$ cat config.mk
export PLATFORM = sky130hd
export DESIGN_NAME = sertx_core
export DESIGN_NICKNAME = d
export VERILOG_FILES = /design/src/rtl/sertx_pkg.sv /design/src/rtl/sertx_regs.sv /design/src/rtl/sertx_framer.sv /design/src/rtl/sertx_shifter.sv /design/src/rtl/sertx_sched.sv /design/src/rtl/sertx_core.sv
export SDC_FILE = /design/constraint.sdc
export NUM_CORES = 1
export LEC_CHECK = 0
export ABC_AREA = 1
export BUFFER_PORTS_ARGS = -buffer_cell sky130_fd_sc_hd__clkbuf_2
export CORE_ASPECT_RATIO = 0.5
export CORE_MARGIN = 5
export CORE_UTILIZATION = 40
export CTS_CLUSTER_SIZE = 16
export DETAILED_ROUTE_END_ITERATION = 10
export PLACE_DENSITY = 0.55
export SETUP_SLACK_MARGIN = 0.1
export SYNTH_ARGS = -nofsm -noshare
export SYNTH_HDL_FRONTEND = slang
export SYNTH_HIERARCHICAL = 1
export SYNTH_SLANG_ARGS = --single-unit
$ cat constraint.sdc
create_clock -name clk -period 2.6 [get_ports clk]
set_clock_uncertainty 0.1 [all_clocks]
set_input_delay 0 -clock clk [delete_from_list [all_inputs] [get_ports clk]]
set_output_delay 0 -clock clk [all_outputs]
set_load 0.02 [all_outputs]
$ cat src/rtl/sertx_pkg.sv
package sertx_pkg;
  localparam int CHAR_W    = 8;
  localparam int FRAME_MAX = CHAR_W + 3;
  localparam int LEN_W     = $clog2(FRAME_MAX + 1);

  localparam logic [1:0] ADDR_CTRL = 2'd0;
  localparam logic [1:0] ADDR_FMT  = 2'd1;
  localparam logic [1:0] ADDR_STAT = 2'd2;
  localparam logic [1:0] ADDR_DATA = 2'd3;

  typedef enum logic [1:0] {
    FK_DATA = 2'd0,
    FK_PRE  = 2'd1,
    FK_BRK  = 2'd2,
    FK_TAIL = 2'd3
  } frame_kind_e;

  typedef struct packed {
    logic ie_done;
    logic ie_empty;
    logic brk;
    logic tx_en;
    logic glob_en;
  } ctrl_t;

  typedef struct packed {
    logic par_odd;
    logic par_en;
    logic ninth;
    logic nine;
  } fmt_t;
endpackage

$ cat src/rtl/sertx_regs.sv
module sertx_regs
  import sertx_pkg::*;
(
  input  logic              clk,
  input  logic              rst_n,
  input  logic              bus_wr,
  input  logic              bus_rd,
  input  logic [1:0]        bus_addr,
  input  logic [7:0]        bus_wdata,
  input  logic              take_data,
  input  logic              done_flag,
  output logic [7:0]        bus_rdata,
  output ctrl_t             ctl,
  output fmt_t              fmt,
  output logic [CHAR_W-1:0] buf_data,
  output logic              empty
);
  logic [7:0] ctrl_raw;
  logic [7:0] fmt_raw;
  logic       armed;
  logic       wr_data;
  logic       rd_stat;

  assign wr_data = bus_wr && (bus_addr == ADDR_DATA);
  assign rd_stat = bus_rd && (bus_addr == ADDR_STAT);

  always_ff @(posedge clk) begin
    if (!rst_n) begin
      ctrl_raw <= '0;
      fmt_raw  <= '0;
      buf_data <= '0;
      empty    <= 1'b1;
      armed    <= 1'b0;
    end else begin
      if (bus_wr && bus_addr == ADDR_CTRL) ctrl_raw <= {3'b000, bus_wdata[4:0]};
      if (bus_wr && bus_addr == ADDR_FMT)  fmt_raw  <= {4'b0000, bus_wdata[3:0]};
      if (wr_data) buf_data <= bus_wdata[CHAR_W-1:0];
      if (take_data)                      empty <= 1'b1;
      else if (wr_data && armed && empty) empty <= 1'b0;
      if (wr_data)                armed <= 1'b0;
      else if (rd_stat && empty)  armed <= 1'b1;
    end
  end

  assign ctl = '{ie_done: ctrl_raw[4], ie_empty: ctrl_raw[3], brk: ctrl_raw[2],
                 tx_en: ctrl_raw[1], glob_en: ctrl_raw[0]};
  assign fmt = '{par_odd: fmt_raw[3], par_en: fmt_raw[2], ninth: fmt_raw[1], nine: fmt_raw[0]};

  always_comb begin
    unique case (bus_addr)
      ADDR_CTRL: bus_rdata = ctrl_raw;
      ADDR_FMT:  bus_rdata = fmt_raw;
      ADDR_STAT: bus_rdata = {6'b000000, done_flag, empty};
      default:   bus_rdata = 8'h00;
    endcase
  end

  // the flag may only drop on a write that was preceded by an arming read
  assert_empty_clear_needs_arm_R7: assert property (@(posedge clk) disable iff (!rst_n)
    $fell(empty) |-> $past(armed) && $past(wr_data));

  // the flag returns only when the shifter took the buffer
  assert_empty_sets_on_transfer_R8: assert property (@(posedge clk) disable iff (!rst_n)
    $rose(empty) |-> $past(take_data));
endmodule

$ cat src/rtl/sertx_framer.sv
module sertx_framer
  import sertx_pkg::*;
(
  input  frame_kind_e          kind,
  input  fmt_t                 fmt,
  input  logic [CHAR_W-1:0]    data,
  output logic [FRAME_MAX-1:0] frame,
  output logic [LEN_W-1:0]     len
);
  localparam int WORD_W = CHAR_W + 1;

  logic [WORD_W-1:0]    word;
  logic [LEN_W-1:0]     nbits;
  logic                 par;
  logic [FRAME_MAX-1:0] data_frame;

  always_comb begin
    nbits = fmt.nine ? LEN_W'(CHAR_W + 1) : LEN_W'(CHAR_W);
    word  = {fmt.ninth, data};
    par   = fmt.par_odd;
    for (int i = 0; i < WORD_W - 1; i++) begin
      if (LEN_W'(i) < nbits - LEN_W'(1)) par = par ^ word[i];
    end
    data_frame    = '1;
    data_frame[0] = 1'b0;
    for (int i = 0; i < WORD_W; i++) begin
      if (LEN_W'(i) < nbits) begin
        data_frame[i+1] = (fmt.par_en && LEN_W'(i) == nbits - LEN_W'(1)) ? par : word[i];
      end
    end
    unique case (kind)
      FK_DATA: begin frame = data_frame; len = nbits + LEN_W'(2); end
      FK_PRE:  begin frame = '1;         len = nbits + LEN_W'(2); end
      FK_BRK:  begin frame = '0;         len = nbits + LEN_W'(2); end
      default: begin frame = '1;         len = LEN_W'(1);         end
    endcase
  end
endmodule

$ cat src/rtl/sertx_shifter.sv
module sertx_shifter
  import sertx_pkg::*;
#(
  parameter int OVS_TICKS = 16
) (
  input  logic                 clk,
  input  logic                 rst_n,
  input  logic                 tick,
  input  logic                 load,
  input  logic [FRAME_MAX-1:0] frame,
  input  logic [LEN_W-1:0]     len,
  output logic                 busy,
  output logic                 ready,
  output logic                 txd
);
  localparam int SUB_W = (OVS_TICKS > 1) ? $clog2(OVS_TICKS) : 1;
  localparam logic [SUB_W-1:0] SUB_LAST = SUB_W'(OVS_TICKS - 1);

  logic [FRAME_MAX-1:0] shreg;
  logic [LEN_W-1:0]     left;
  logic [SUB_W-1:0]     sub;
  logic                 bit_end;

  assign bit_end = busy && tick && (sub == SUB_LAST);
  assign ready   = !busy || (bit_end && left == LEN_W'(1));
  assign txd     = busy ? shreg[0] : 1'b1;

  always_ff @(posedge clk) begin
    if (!rst_n) begin
      shreg <= '1;
      left  <= '0;
      sub   <= '0;
      busy  <= 1'b0;
    end else if (load) begin
      shreg <= frame;
      left  <= len;
      sub   <= '0;
      busy  <= 1'b1;
    end else if (busy && tick) begin
      if (sub == SUB_LAST) begin
        sub   <= '0;
        shreg <= {1'b1, shreg[FRAME_MAX-1:1]};
        left  <= left - LEN_W'(1);
        if (left == LEN_W'(1)) busy <= 1'b0;
      end else begin
        sub <= sub + SUB_W'(1);
      end
    end
  end

  // a bit level only changes on a baud tick
  assert_bit_holds_between_ticks_R4: assert property (@(posedge clk) disable iff (!rst_n)
    busy && !tick |=> $stable(txd));

  // an active frame always has bits left to send
  assert_frame_has_bits_R4: assert property (@(posedge clk) disable iff (!rst_n)
    busy |-> left != '0);
endmodule

$ cat src/rtl/sertx_sched.sv
module sertx_sched
  import sertx_pkg::*;
(
  input  logic        clk,
  input  logic        rst_n,
  input  logic        en,
  input  logic        brk,
  input  logic        buf_full,
  input  logic        ready,
  output logic        load,
  output frame_kind_e kind,
  output logic        pre_pend,
  output logic        brk_tail
);
  logic en_q;
  logic want_pre;

  assign want_pre = en && (pre_pend || !en_q);

  always_comb begin
    load = 1'b0;
    kind = FK_DATA;
    if (ready) begin
      if (en && brk)         begin load = 1'b1; kind = FK_BRK;  end
      else if (brk_tail)     begin load = 1'b1; kind = FK_TAIL; end
      else if (want_pre)     begin load = 1'b1; kind = FK_PRE;  end
      else if (en && buf_full) begin load = 1'b1; kind = FK_DATA; end
    end
  end

  always_ff @(posedge clk) begin
    if (!rst_n) begin
      en_q     <= 1'b0;
      pre_pend <= 1'b0;
      brk_tail <= 1'b0;
    end else begin
      en_q     <= en;
      pre_pend <= want_pre && !(load && kind == FK_PRE);
      if (load && kind == FK_BRK)       brk_tail <= 1'b1;
      else if (load && kind == FK_TAIL) brk_tail <= 1'b0;
    end
  end

  // the released-break tail is only ever sent after a break frame
  assert_tail_after_break_R11: assert property (@(posedge clk) disable iff (!rst_n)
    $rose(brk_tail) |-> $past(load) && $past(kind) == FK_BRK);
endmodule

$ cat src/rtl/sertx_core.sv
module sertx_core
  import sertx_pkg::*;
#(
  parameter int OVS_TICKS = 16
) (
  input  logic       clk,
  input  logic       rst_n,
  input  logic       bus_wr,
  input  logic       bus_rd,
  input  logic [1:0] bus_addr,
  input  logic [7:0] bus_wdata,
  output logic [7:0] bus_rdata,
  input  logic       baud_tick,
  output logic       txd,
  output logic       irq_empty,
  output logic       irq_done
);
  ctrl_t                ctl;
  fmt_t                 fmt;
  logic [CHAR_W-1:0]    buf_data;
  logic                 empty;
  logic                 done_flag;
  logic                 en;
  logic                 load;
  frame_kind_e          kind;
  logic                 pre_pend;
  logic                 brk_tail;
  logic                 take_data;
  logic [FRAME_MAX-1:0] frame;
  logic [LEN_W-1:0]     len;
  logic                 sh_busy;
  logic                 sh_ready;

  assign en        = ctl.glob_en && ctl.tx_en;
  assign take_data = load && (kind == FK_DATA);
  assign done_flag = empty && !sh_busy && !pre_pend && !brk_tail;
  assign irq_empty = empty && ctl.ie_empty;
  assign irq_done  = done_flag && ctl.ie_done;

  sertx_regs u_regs (
    .clk(clk), .rst_n(rst_n), .bus_wr(bus_wr), .bus_rd(bus_rd),
    .bus_addr(bus_addr), .bus_wdata(bus_wdata), .take_data(take_data),
    .done_flag(done_flag), .bus_rdata(bus_rdata), .ctl(ctl), .fmt(fmt),
    .buf_data(buf_data), .empty(empty)
  );

  sertx_sched u_sched (
    .clk(clk), .rst_n(rst_n), .en(en), .brk(ctl.brk), .buf_full(!empty),
    .ready(sh_ready), .load(load), .kind(kind), .pre_pend(pre_pend),
    .brk_tail(brk_tail)
  );

  sertx_framer u_framer (
    .kind(kind), .fmt(fmt), .data(buf_data), .frame(frame), .len(len)
  );

  sertx_shifter #(.OVS_TICKS(OVS_TICKS)) u_shift (
    .clk(clk), .rst_n(rst_n), .tick(baud_tick), .load(load), .frame(frame),
    .len(len), .busy(sh_busy), .ready(sh_ready), .txd(txd)
  );

  // a buffered character is only taken while both enables are set
  assert_take_needs_enable_R2: assert property (@(posedge clk) disable iff (!rst_n)
    take_data |-> ctl.glob_en && ctl.tx_en);

  // the cycle after a character is taken the line shows its start bit
  assert_start_bit_low_R4: assert property (@(posedge clk) disable iff (!rst_n)
    take_data |=> !txd);
endmodule

Word-level counts from Yosys, hierarchy flattened
Cells that the tools add are included.
{"block": "totals", "register_bits": 42, "inputBits": 15, "out_inout_bits": 11, "word_cells": 165}
{"block": "classes", "n_addsub": 4, "order_cmp": 17, "eq_ne": 16, "n_mux": 53, "bitwise_logic": 9, "reduce_logical": 54}
{"cell": "$mux 1", "n": 40}
{"cell": "$logic_and 1x1->1", "n": 33}
{"cell": "$mux 11", "n": 3}
{"cell": "$lt 3x4->1 const A", "n": 8}
{"cell": "$pmux 11 s2", "n": 1}
{"cell": "$mux 4", "n": 5}
{"cell": "$eq 3x4->1 const A", "n": 4}
{"cell": "$lt 1x4->1 const A", "n": 4}
{"cell": "$lt 2x4->1 const A", "n": 4}
{"cell": "$pmux 5 s3", "n": 1}
{"cell": "$eq 2x2->1 const B", "n": 4}
{"cell": "$eq 2x4->1 const A", "n": 2}
{"cell": "$reduce_bool 2->1", "n": 4}
{"cell": "$sub 4x1->4 const B", "n": 2}
{"cell": "$xor 1x1->1", "n": 8}
{"cell": "$logic_not 1->1", "n": 6}
{"cell": "$mux 2", "n": 3}
{"cell": "$reduce_or 2->1", "n": 3}
{"cell": "$add 4x1->4 const B", "n": 1}
{"cell": "$add 4x2->4 const B", "n": 1}
{"cell": "$eq 1x4->1 const A", "n": 1}
{"cell": "$eq 2x1->1 const B", "n": 2}
{"cell": "$eq 4x1->1 const B", "n": 1}
{"cell": "$eq 4x4->1 const A", "n": 1}
{"cell": "other kinds (9)", "n": 11}

Longest topological paths before layout
{"block": "logic_depth", "word_depth": 22, "ltp_mapped": 17, "ltp_nobuf": 16}

Hierarchy
The synthesis kept the hierarchy.
{"module": "sertx_shifter", "n_inst": 1, "cells_each": 139, "area_each_um2": 1073.5, "seq_area_each_um2": 400.4}
{"module": "sertx_regs", "n_inst": 1, "cells_each": 139, "area_each_um2": 905.9, "seq_area_each_um2": 380.4}
{"module": "sertx_framer", "n_inst": 1, "cells_each": 69, "area_each_um2": 309.0, "seq_area_each_um2": 0.0}
{"module": "sertx_sched", "n_inst": 1, "cells_each": 26, "area_each_um2": 163.9, "seq_area_each_um2": 60.1}
{"module": "sertx_core", "n_inst": 1, "cells_each": 12, "area_each_um2": 56.3, "seq_area_each_um2": 0.0}

Worst setup path before layout
No wires, ideal clock.
{"block": "synth_path", "kind": "reg-to-reg", "from": "reg u_shift.sub[0]", "to": "reg u_shift.left[3]", "setup_time_ns": 0.112, "t_arrival_ns": 1.989, "t_required_ns": 2.388, "setup_slack_ns": 0.398, "stages_incl_launch_ff": 16, "n_path_buf": 1, "period_less_slack_ns": 2.202, "cell_sequence": "dfxtp_1 > ha_1 > nand3_4 > nor2_4 > nand2_1 > nand2_1 > nand2_1 > inv_1 > nand2_1 > a21boi_1 > nand2_1 > buf_4 > o21ai_0 > nor2_1 > nand2_1 > nand2_1"}
{"block": "synth_between", "elab_chain_cells": 9, "word_cells_on_any_way": 15, "classes_between": "eq/ne (3); mux (4); reduce/logical (8)"}
{"element": "start: declaration", "line_no": "sertx_shifter.sv:21", "rtl": "logic [SUB_W-1:0] sub;"}
{"element": "start signal: assignment", "line_no": "sertx_shifter.sv:46", "rtl": "sub <= sub + SUB_W'(1);"}
{"element": "$eq 4x4->1 (*)", "line_no": "sertx_shifter.sv:24", "rtl": "assign bit_end = busy && tick && (sub == SUB_LAST);"}
{"element": "$logic_and 1x1->1 (*)", "line_no": "sertx_shifter.sv:24"}
{"element": "$logic_and 1x1->1 (*)", "line_no": "sertx_shifter.sv:25", "rtl": "assign ready = !busy || (bit_end && left == LEN_W'(1));"}
{"element": "$logic_or 1x1->1 (*)", "line_no": "sertx_shifter.sv:25"}
{"element": "named net sh_ready", "line_no": "sertx_core.sv:32", "rtl": "logic sh_ready;"}
{"element": "$mux 2 (*)", "line_no": "sertx_sched.sv:23", "rtl": "if (ready) begin"}
{"element": "named net kind[0]", "line_no": "sertx_core.sv:25", "rtl": "frame_kind_e kind;"}
{"element": "$eq 2x1->1, or another cell as far along", "line_no": "sertx_framer.sv:31", "rtl": "unique case (kind)"}
{"element": "$reduce_or 3->1 (no line) (*)"}
{"element": "$mux 4 (*)"}
{"element": "named net len[3]", "line_no": "sertx_core.sv:30", "rtl": "logic [LEN_W-1:0] len;"}
{"element": "$mux 4 (*)", "line_no": "sertx_shifter.sv:34", "rtl": "end else if (load) begin"}
{"element": "end signal: assignment", "line_no": "sertx_shifter.sv:36", "rtl": "left <= len;"}
{"element": "end signal: assignment", "line_no": "sertx_shifter.sv:43", "rtl": "left <= left - LEN_W'(1);"}
{"element": "end: declaration", "line_no": "sertx_shifter.sv:20", "rtl": "logic [LEN_W-1:0] left;"}
Mark *: on every way through the listed nets, which the timed path passes. The rest lies on a longest branch.
A chain may end at the register's enable or synchronous reset.

Final worst setup path
{"block": "layout_path", "from": "reg u_shift.sub[0]", "to": "reg u_shift.left[2]"}
{"block": "layout_between", "word_cells_on_any_way": 15, "classes_between": "eq/ne (3); mux (4); reduce/logical (8)"}
{"element": "$eq 4x4->1 (*)", "line_no": "sertx_shifter.sv:24"}
{"element": "$logic_and 1x1->1 (*)", "line_no": "sertx_shifter.sv:24"}
{"element": "$logic_and 1x1->1 (*)", "line_no": "sertx_shifter.sv:25"}
{"element": "$logic_or 1x1->1 (*)", "line_no": "sertx_shifter.sv:25"}
{"element": "named net sh_ready", "line_no": "sertx_core.sv:32"}
{"element": "$mux 1 (*)", "line_no": "sertx_sched.sv:23"}
{"element": "named net load", "line_no": "sertx_core.sv:24", "rtl": "logic load;"}
{"element": "$reduce_bool 2->1 (no line)"}
{"element": "$reduce_and 2->1 (no line)"}
Marks and branches as above.

==> impl_results.md <==
- Final WL: 5334 um
- Fmax: 432.5 MHz
- Tmin final: 2.312 ns
- Max incr delay on CP: 0.35 ns
- Max Used Layer: met4
- Endpoints failing setup: 0
- Site Rows: 20
- Crit path max-delay family: simple AND/OR/NAND/NOR gates
- CP Max Fanout: 18
- Aggregate negative setup slack: 0 ns
- CTS buffer count: 5
- Number of H-tree levels: 2
- Share of cells above drive strength 1: 15.78%
- Dominant cell type by area after synthesis: dfxtp_1
- Post-route ant nets: 0
- Crit share post-route: 88.94%
- Largest net degree at the start of global routing: 26
- Syn-to-layout area delta: 15.26%
- Die width: 122.0 um
- Synthesized area: 0.002509 mm^2
- Max-cap viol count: 0
- DR pass1 iterations: 4
- R2R setup slack: 0.29 ns
- Met2 wire length: 2339 um
- Die Area: 0.008052 mm^2
- Hold crit path type: in -> reg
- Initial DRC Count: 94
- Power per cell area: 498.0 mW/mm^2
- Avg Cell Area, Syn: 6.516 um^2
- Slew HR: 64.72%
- # nets final: 430
- Crit path buf inv count: 2
- # DRC: 0
- Leak: 1.461 nW
- Clk_lat worst skew: 0.28 ns
- GPL Wtd Cong: 0.7926
- Detailed Place HPWL: 3902 um
- Synth unique cells: 33
- WS Path Type: reg -> reg
- First-pass GRT wire length: 9204 um
- Commonest non-fill, non-tap cell in the layout: nand2_1
- Drt wl/cell: 10.67 um
- Clock Tree Buf Depth: 2
- Wl on met1: 2758 um
- Antenna diode count: 0
- Clock sinks: 42
- Non-filler instance count after layout: 500
- Die Y: 66 um
- Vias in the first global route: 2113
- Outcome: completed
- Tot GR Track Use: 14.20%
- DR vias/cell: 4.548
- Synth Instances: 385
- Initial antenna violation count: 0
- Area contributors post-synth: dfxtp_1 (34%), nand2_1 (16%), inv_1 (8.8%), nand3_1 (6.8%), nor2_1 (5.5%)
- Synth top area share: 33.52%
- Gr ovfl total: 0
- Post-synthesis sequential area ratio: 33.52%
- Crit. End Element: flop
- Routed via count: 2274
- Slew @ Worst Pin: 0.5292 ns
- Slew Viols, Final: 0
- Starting density of the core: 41.26%
- Core area: 0.006081 mm^2
- IO Pins: 26
- Root buf cell: clkbuf_16
- Reg clk slew, reported paths: 0.06 ns
- CP Data Required Time: 2.71 ns
- Placed insts: 482
- CP max stage cell: dfxtp_1
- Util after Layout: 47.55%
- Worst-path cell chain: ha_1 > nand3_4 > nor2_4 > nand2_1 > nand2_1 > nand2_1 > inv_1 > nand2_1 > nand3_2 > inv_8 > nand2_4 > nand2_4 > nand2_1 > a21oi_1
- Met3 routed WL: 171 um
- Port Buffer Count: 22
- CTS tree: yes
- Synth Warn #: 6
- CP most frequent cell: nand2_1
- Peak supply drop: 245.7 uV
- Final hold vios: 0
- RSZ-0062 raised after global routing: no
- Commonest cells after routing, fill and taps aside: nand2_1 (104), inv_1 (59), dfxtp_1 (42), nor2_1 (37), nand3_1 (33)
- Startpoint types: flop
- Synth Register Bits: 42
- Data arrival time at the worst-slack endpoint: 2.42 ns
## registers in the layout, summed over array words and instances, names as in the netlist
signal	cells
u_sched/pre_pend	1
u_regs/empty	1
u_regs/ctrl_raw	5
u_regs/fmt_raw	4
u_sched/brk_tail	1
u_shift/busy	1
u_shift/shreg	11
u_regs/armed	1
u_shift/left	4
u_sched/en_q	1
u_regs/buf_data	8
u_shift/sub	4
## layer usage
| metal | global-route usage (%) | vias up |
|---|---|---|
| met5 | 0 | - |
| met4 | 4.749 | 0 |
| met3 | 3.419 | 8 |
| met2 | 22.66 | 26 |
| met1 | 18.89 | 999 |
| li1 | - | 1241 |
## area by class of cell
type / instances / area [um^2]
clock buffers: 5 / 125.1
clock inverters: 2 / 10.01
fillers: 616 / 3189
inverters: 61 / 236.5
multi-input cells: 265 / 1319
flip-flops and latches: 42 / 840.8
well taps: 88 / 110.1
repair buffers: 37 / 250.2
## repair_timing
action                                  in CTS  in global routing
hold buffers                                11                  0
endpoints found under the setup margin       0                 19
buffers inserted                             0                  0
gates resized for setup                      0                  2
hold endpoints to repair                    19                  0
## through the flow
stage	area [um^2]	total power, W	hold slack, ns	setup WS (ns)
4_1_cts	2883	0.001459	0.08422	0.1773
3_3_place_gp	2638	0.0008451	0.1208	0.3027
6_report	2892	0.001440	0.08801	0.2876
3_5_place_dp	2638	0.0008464	0.1368	0.1836
2_1_floorplan	2516	0.0008074	-0.01834	0.3984
5_1_grt	2892	0.001515	0.1213	0.06280
## path summary, 6_finish.rpt
check,end,cells past startpoint,startpoint
setup reg to reg,u_shift/left[2],14,u_shift/sub[0]
setup / recovery,u_shift/left[2],14,u_shift/sub[0]
hold / removal,u_regs/ctrl_raw[4],3,bus_wr
hold reg to reg,u_shift/shreg[6],2,u_shift/shreg[6]
## where the power goes
group,internal [W],leakage (nW),switching (W)
logic,0.0000641,1.05,0.000108
clock network,0.000347,0.0694,0.000248
registers,0.000660,0.341,0.0000133
total,0.00107,1.46,0.000369
## synthesized netlist by cell type
master    instances
clkbuf_1          4
buf_1             1
inv_2             1
nand2_4           5
a31oi_1           1
nand3_1          34
dfxtp_1          42
o21ai_0          13
inv_1            59
o21ai_1           5
nand3_2           5
a21oi_1          24
buf_4             6
inv_8             1
buf_6             4
a21boi_1          1
nor2_1           37
o21bai_2          1
nand3_4           2
nand2_2           7
nand2_1         104
a21oi_2           1
nand4_1           3
nor2_4            1
o21a_1            1
xor2_1            1
nor2_2            6
o211ai_1          2
buf_2             4
nor3b_1           3
conb_1            2
a211oi_1          1
ha_1              3
## kinds of logic (layout without fill, tap and decap cells)
family	after synthesis	count (layout)	synth area share, %
compound gates	50	50	10.92
xor+xnor	1	1	0.3492
fa+ha+maj	3	3	1.496
buf+inv	80	105	14.56
flops	42	42	33.52
other cells	2	4	0.2994
simple gates	207	207	38.85
## tightest hold or removal path: stages
cell and delay, ns:
clkbuf_2 0.25, a21oi_1 0.11, nor2_1 0.08
Power figures use the tool's default switching activity.
